[config.mk]
export PLATFORM = sky130hd
export DESIGN_NAME = irq_polarity_front
export DESIGN_NICKNAME = d
export VERILOG_FILES = /design/src/rtl/irq_front_pkg.sv /design/src/rtl/irq_pin_sync.sv /design/src/rtl/irq_line_ctl.sv /design/src/rtl/irq_polarity_front.sv
export SDC_FILE = /design/constraint.sdc
export NUM_CORES = 1
export LEC_CHECK = 0
export BUFFER_PORTS_ARGS = -buffer_cell sky130_fd_sc_hd__buf_4
export CORE_UTILIZATION = 42
export DETAILED_ROUTE_END_ITERATION = 6
export PLACE_DENSITY = 0.79
export SYNTH_ARGS = -nofsm -noshare
export SYNTH_HDL_FRONTEND = slang
export SYNTH_SLANG_ARGS = --single-unit
[constraint.sdc]
create_clock -name clk -period 1.1 [get_ports clk]
set_input_delay 0.055 -clock clk [delete_from_list [all_inputs] [get_ports clk]]
set_output_delay 0.055 -clock clk [all_outputs]
set_load 0.005 [all_outputs]
[src/rtl/irq_front_pkg.sv]
// Package: shared field layout, trigger encoding and word packing for the
// external interrupt front end. Assumes exactly three lines of 8-bit bytes.
package irq_front_pkg;
    localparam int NUM_LINES = 3;
    localparam int FIELD_W   = 8;
    localparam int WORD_W    = 32;

    localparam int PEND_BIT  = 0;
    localparam int FAST_BIT  = 4;
    localparam int EN_BIT    = 5;
    localparam int TYPE_LO   = 6;

    typedef enum logic [1:0] {
        TRIG_HIGH = 2'b00,
        TRIG_LOW  = 2'b01,
        TRIG_RISE = 2'b10,
        TRIG_FALL = 2'b11
    } trig_t;

    // Lowest word bit of a line's byte: line 0 sits highest.
    function automatic int lane_lo(input int line);
        return (NUM_LINES - 1 - line) * FIELD_W;
    endfunction
endpackage

[src/rtl/irq_pin_sync.sv]
// Multi-stage synchronizer, one chain per pin. Assumes asynchronous pins
// and STAGES >= 2. Output is the last stage of each chain.
module irq_pin_sync #(
    parameter int WIDTH  = 3,
    parameter int STAGES = 2
) (
    input  logic             clk,
    input  logic             rst_n,
    input  logic [WIDTH-1:0] pin_raw,
    output logic [WIDTH-1:0] pin_sync
);
    for (genvar b = 0; b < WIDTH; b++) begin : g_chain
        logic [STAGES-1:0] chain_q;

        // Shift the raw pin through the chain.
        always_ff @(posedge clk) begin
            if (!rst_n) chain_q <= '0;
            else        chain_q <= {chain_q[STAGES-2:0], pin_raw[b]};
        end

        assign pin_sync[b] = chain_q[STAGES-1];
    end
endmodule

[src/rtl/irq_line_ctl.sv]
// One interrupt line: control byte, sample register, trigger detection,
// sticky edge pending and the masked request. Assumes pin_s is already
// synchronous. An edge sets pending even while disabled; set beats clear.
module irq_line_ctl
    import irq_front_pkg::*;
(
    input  logic               clk,
    input  logic               rst_n,
    input  logic               pin_s,
    input  logic               slow_tick,
    input  logic               wr_sel,
    input  logic [FIELD_W-1:0] wr_field,
    output logic [FIELD_W-1:0] field_rd,
    output logic               irq
);
    logic  fast_q, en_q, samp_q, edge_pend_q;
    trig_t trig_q;
    logic  sample_en, edge_hit, clear_req, level_act, pend_view;

    // Control bits: written only when this line is selected.
    always_ff @(posedge clk) begin
        if (!rst_n) begin
            fast_q <= 1'b0;
            en_q   <= 1'b0;
            trig_q <= TRIG_HIGH;
        end else if (wr_sel) begin
            fast_q <= wr_field[FAST_BIT];
            en_q   <= wr_field[EN_BIT];
            trig_q <= trig_t'(wr_field[TYPE_LO +: 2]);
        end
    end

    assign sample_en = fast_q | slow_tick;

    // Sample register: takes the pin on each sampling cycle.
    always_ff @(posedge clk) begin
        if (!rst_n)         samp_q <= 1'b0;
        else if (sample_en) samp_q <= pin_s;
    end

    // Edge condition: new sample against the held one.
    always_comb begin
        unique case (trig_q)
            TRIG_RISE: edge_hit = sample_en & ~samp_q &  pin_s;
            TRIG_FALL: edge_hit = sample_en &  samp_q & ~pin_s;
            default:   edge_hit = 1'b0;
        endcase
    end

    assign clear_req = wr_sel & wr_field[PEND_BIT];

    // Sticky edge pending: set on edge, cleared by a 1 write, idle in level modes.
    always_ff @(posedge clk) begin
        if (!rst_n)          edge_pend_q <= 1'b0;
        else if (!trig_q[1]) edge_pend_q <= 1'b0;
        else if (edge_hit)   edge_pend_q <= 1'b1;
        else if (clear_req)  edge_pend_q <= 1'b0;
    end

    assign level_act = samp_q ^ (trig_q == TRIG_LOW);
    assign pend_view = trig_q[1] ? edge_pend_q : level_act;
    assign irq       = en_q & pend_view;

    // Read-back byte assembly.
    always_comb begin
        field_rd                     = '0;
        field_rd[PEND_BIT]           = pend_view;
        field_rd[FAST_BIT]           = fast_q;
        field_rd[EN_BIT]             = en_q;
        field_rd[TYPE_LO +: 2]       = trig_q;
    end
endmodule

[src/rtl/irq_polarity_front.sv]
// Top: synchronizes three pins, runs one line controller per pin and packs
// their bytes into one word. Assumes a single-cycle write with per-line strobes.
module irq_polarity_front
    import irq_front_pkg::*;
#(
    parameter int SYNC_STAGES = 2
) (
    input  logic                 clk,
    input  logic                 rst_n,
    input  logic                 slow_tick,
    input  logic [NUM_LINES-1:0] pin_in,
    input  logic                 wr_en,
    input  logic [NUM_LINES-1:0] wr_lane,
    input  logic [WORD_W-1:0]    wr_data,
    output logic [WORD_W-1:0]    rd_data,
    output logic [NUM_LINES-1:0] irq_out
);
    logic [NUM_LINES-1:0] pin_s;
    logic [FIELD_W-1:0]   field_rd [NUM_LINES];

    irq_pin_sync #(.WIDTH(NUM_LINES), .STAGES(SYNC_STAGES)) sync_i (
        .clk      (clk),
        .rst_n    (rst_n),
        .pin_raw  (pin_in),
        .pin_sync (pin_s)
    );

    for (genvar g = 0; g < NUM_LINES; g++) begin : g_line
        localparam int LO = lane_lo(g);

        irq_line_ctl line_i (
            .clk       (clk),
            .rst_n     (rst_n),
            .pin_s     (pin_s[g]),
            .slow_tick (slow_tick),
            .wr_sel    (wr_en & wr_lane[g]),
            .wr_field  (wr_data[LO +: FIELD_W]),
            .field_rd  (field_rd[g]),
            .irq       (irq_out[g])
        );
    end

    // Pack line bytes into the shared word, unused bits zero.
    always_comb begin
        rd_data = '0;
        for (int i = 0; i < NUM_LINES; i++) begin
            rd_data[lane_lo(i) +: FIELD_W] = field_rd[i];
        end
    end
endmodule

==> results.sh <==
export IMPL_insertedDiodeCount=0
export IMPL_failing_checks="setup timing"
export IMPL_tritoncts_buffer_count=3
export IMPL_synth_top_cell_area_share=0.386
export IMPL_cp_data_arrival_time_ns=1.17
export IMPL_grt_pass1_vias=1042
export IMPL_leakagePower_nw=0.725
export IMPL_maximum_number_of_pins_on_one_net_before_global_route_repair=28
export IMPL_multi_input_comb_area_um2=608
export IMPL_number_of_filler_cells_placed_in_the_layout=268
export IMPL_cells_after_dpl=204
export IMPL_worst_endpoint_required_ns=1.04
export IMPL_overall_power_after_layout_mw=1.67
export IMPL_netlist_top_cells_area="dfxtp_1 (39%), buf_4 (19%), nand2_1 (7.2%)"
export IMPL_port_buffers=42
export IMPL_post_synth_inst_count=148
export IMPL_clock_sinks=24
export IMPL_design_die_area_um2=3190
export IMPL_synthXorXnorAreaFrac=0.0211
export IMPL_cellPowerDensity_nw_per_um2=1010
export IMPL_max_freq_ghz=0.816
export IMPL_finalWirelength_um=2660
export IMPL_worst_vdd_ir_mv=0.698
export IMPL_seq_area_frac_synth=0.386
export IMPL_design_area_um2=1650
export IMPL_holdWs_ns=0.00738
export IMPL_period_share=1.11
export IMPL_grt_antenna_before_repair=0
export IMPL_grt_pass1_wl_um=4520
export IMPL_syn_area_per_cell_um2=8.41
export IMPL_cp_start_kind="flip-flop"
export IMPL_rsz0062_at_grt="yes"
export IMPL_ys_warn_count=0
export IMPL_timing_hold_worst_class="in2reg"
export IMPL_synthDistinctLibCells=19
export IMPL_ys_ff_latch=24
export IMPL_placement_setup_worst_slack_ns=0.127
export IMPL_clk_latency_ns=0.30
export IMPL_cts_max_path_buffers=2
export IMPL_antenna_violating_nets_post_route=0
export IMPL_synth_adder_area_share=0
export IMPL_worst_clock_skew_ns=0.00167
export IMPL_die_height_um=56.4
export IMPL_fin_tns_setup_ns=-0.398
export IMPL_placed_cell_area_um2=1410
export IMPL_endpoints_failing_setup=6
export IMPL_timing_max_transition_violations_final=0
export IMPL_outcome="complete, but fails checks"
export IMPL_final_layout_size_suffix_gt1_frac=0.359
export IMPL_combinational_family_with_the_most_area_after_synthesis="simple AND/OR/NAND/NOR gates"
export IMPL_drcViolationCount=0
export IMPL_seq_area_um2=502
export IMPL_timing_critical_path_to_type="primary output"
export IMPL_post_route_util=0.593
export IMPL_fin_nets=235
export IMPL_placementRows=19
export IMPL_areaGrowthSynthToFinish_pct=32.5
export IMPL_clk_pin_slew_worst_paths_ns=0.12
export IMPL_gp_congestion=0.749
export IMPL_top_level_ports=77
export IMPL_global_route_overflow_total=0
export IMPL_critical_path_peak_fanout=2
export IMPL_dominantRegCellSynth="dfxtp_1"
export IMPL_start_util=0.448
export IMPL_coreArea_um2=2780
export IMPL_first_pass_iters=4
export IMPL_synth_area_um2=1240
export IMPL_post_dp_hpwl_um=1860
export IMPL_synth_mux_area_fraction=0
export IMPL_list_of_most_frequent_post_synthesis_cells="buf_4 (32), dfxtp_1 (24), nand2_1 (24), nand3_1 (15), a21boi_1 (11)"
export IMPL_yosys_cell_count_top_type="buf_4"
export IMPL_max_cap_violations=0
export IMPL_number_of_hold_violations_in_the_final_report=0
export IMPL_cts_tree="built"
export IMPL_layout_min_cycle_time_ns=1.23
export IMPL_yosys_area_top_type="dfxtp_1"
export IMPL_vias_per_inst=4.85
export IMPL_detailroute_via_count=1081
export IMPL_h_tree_depth=1
export IMPL_synth_compound_area_frac=0.154
export IMPL_simple_gate_share_of_the_synthesized_area=0.234
export IMPL_drt_wirelength_per_cell_um=11.9
export IMPL_layout_setup_ws_ns=-0.126
export IMPL_detailed_route_iter0_violations=18
export IMPL_async_reset_ff_frac=0
export IMPL_chipWidth_um=56.4
export IMPL_final_instance_count_excl_fill=223
export IMPL_grt_total_usage=0.181
export IMPL_timing_worst_setup_path_type="reg2out"
export IMPL_ctsRootBufferMaster="clkbuf_4"
export IMPL_synth_enable_flop_cells=0
## registers in the layout, indices dropped and copies added, names as in the netlist
signal / cells
g_line.line_i.trig_q: 6
sync_i.g_chain.chain_q: 6
g_line.line_i.edge_pend_q: 3
g_line.line_i.en_q: 3
g_line.line_i.fast_q: 3
g_line.line_i.samp_q: 3
## cell families (layout without fill, tap and decap cells)
kind of cell / after synthesis / in the layout
xor gates and xnor gates: 3 / 3
other: 1 / 17
buffers and inverters: 33 / 61
DFF: 24 / 24
and+or+nand+nor: 60 / 60
AOI/OAI and AO/OA: 27 / 27
## cell usage in the layout (no fill, tap or decap), drive strengths merged
master        n
and2          9
nor2b         2
nor2          4
o21ai         6
and3b         1
o31ai         3
xnor2         3
dfxtp        24
nand2        24
clkbuf        4
nor3b         2
buf          47
nand4         3
dlygate4sd3  10
nand3        15
a21boi       15
a21oi         3
conb         17
## layer usage
layer	track usage	vias to the layer above	share of wire
met5	0	-	0
met4	0.0662	0	0.017
met3	0.0392	6	0.050
met2	0.353	39	0.56
met1	0.186	495	0.37
li1	-	541	-
## layout make-up
class / instances / share of cell area
Tap cell: 31 / 0.0235
Multi-Input combinational cell: 107 / 0.369
Clock buffer: 4 / 0.0220
Sequential cell: 24 / 0.304
Timing Repair Buffer: 57 / 0.281
## power breakdown
part	total, mW	leakage (nW)	internal, mW	switching [mW]
logic	0.295	0.502	0.171	0.124
clock network	0.446	0.0210	0.202	0.244
registers	0.929	0.201	0.899	0.0304
total	1.67	0.725	1.27	0.398
## worst max-delay path, stage by stage (launching register included)
cell and delay [ns]:
dfxtp_4 0.37, xnor2_2 0.15, o21ai_2 0.07, and2_1 0.15
buf_4 0.13
## final timing paths
| path | from | endpoint | slack, ns | cells past startpoint |
|---|---|---|---|---|
| max reg2reg | g_line[1].line_i.samp_q | g_line[1].line_i.edge_pend_q | 0.08 | 4 |
| max | g_line[2].line_i.trig_q[0] | irq_out[2] | -0.13 | 4 |
| min reg2reg | sync_i.g_chain[2].chain_q[0] | sync_i.g_chain[2].chain_q[1] | 0.45 | 1 |
| min | wr_data[7] | g_line[2].line_i.trig_q[1] | 0.007 | 3 |
## timing repair
action                                  4_1_cts  5_1_grt
cloned                                        0        0
endpoints found under the setup margin        6        8
buffers inserted                              5        0
endpoints found under the hold margin        10        0
hold buffers                                 10        0
pin swaps                                     5        2
gates resized for setup                      14        8
No activity file was read; power rests on OpenSTA's default activity.
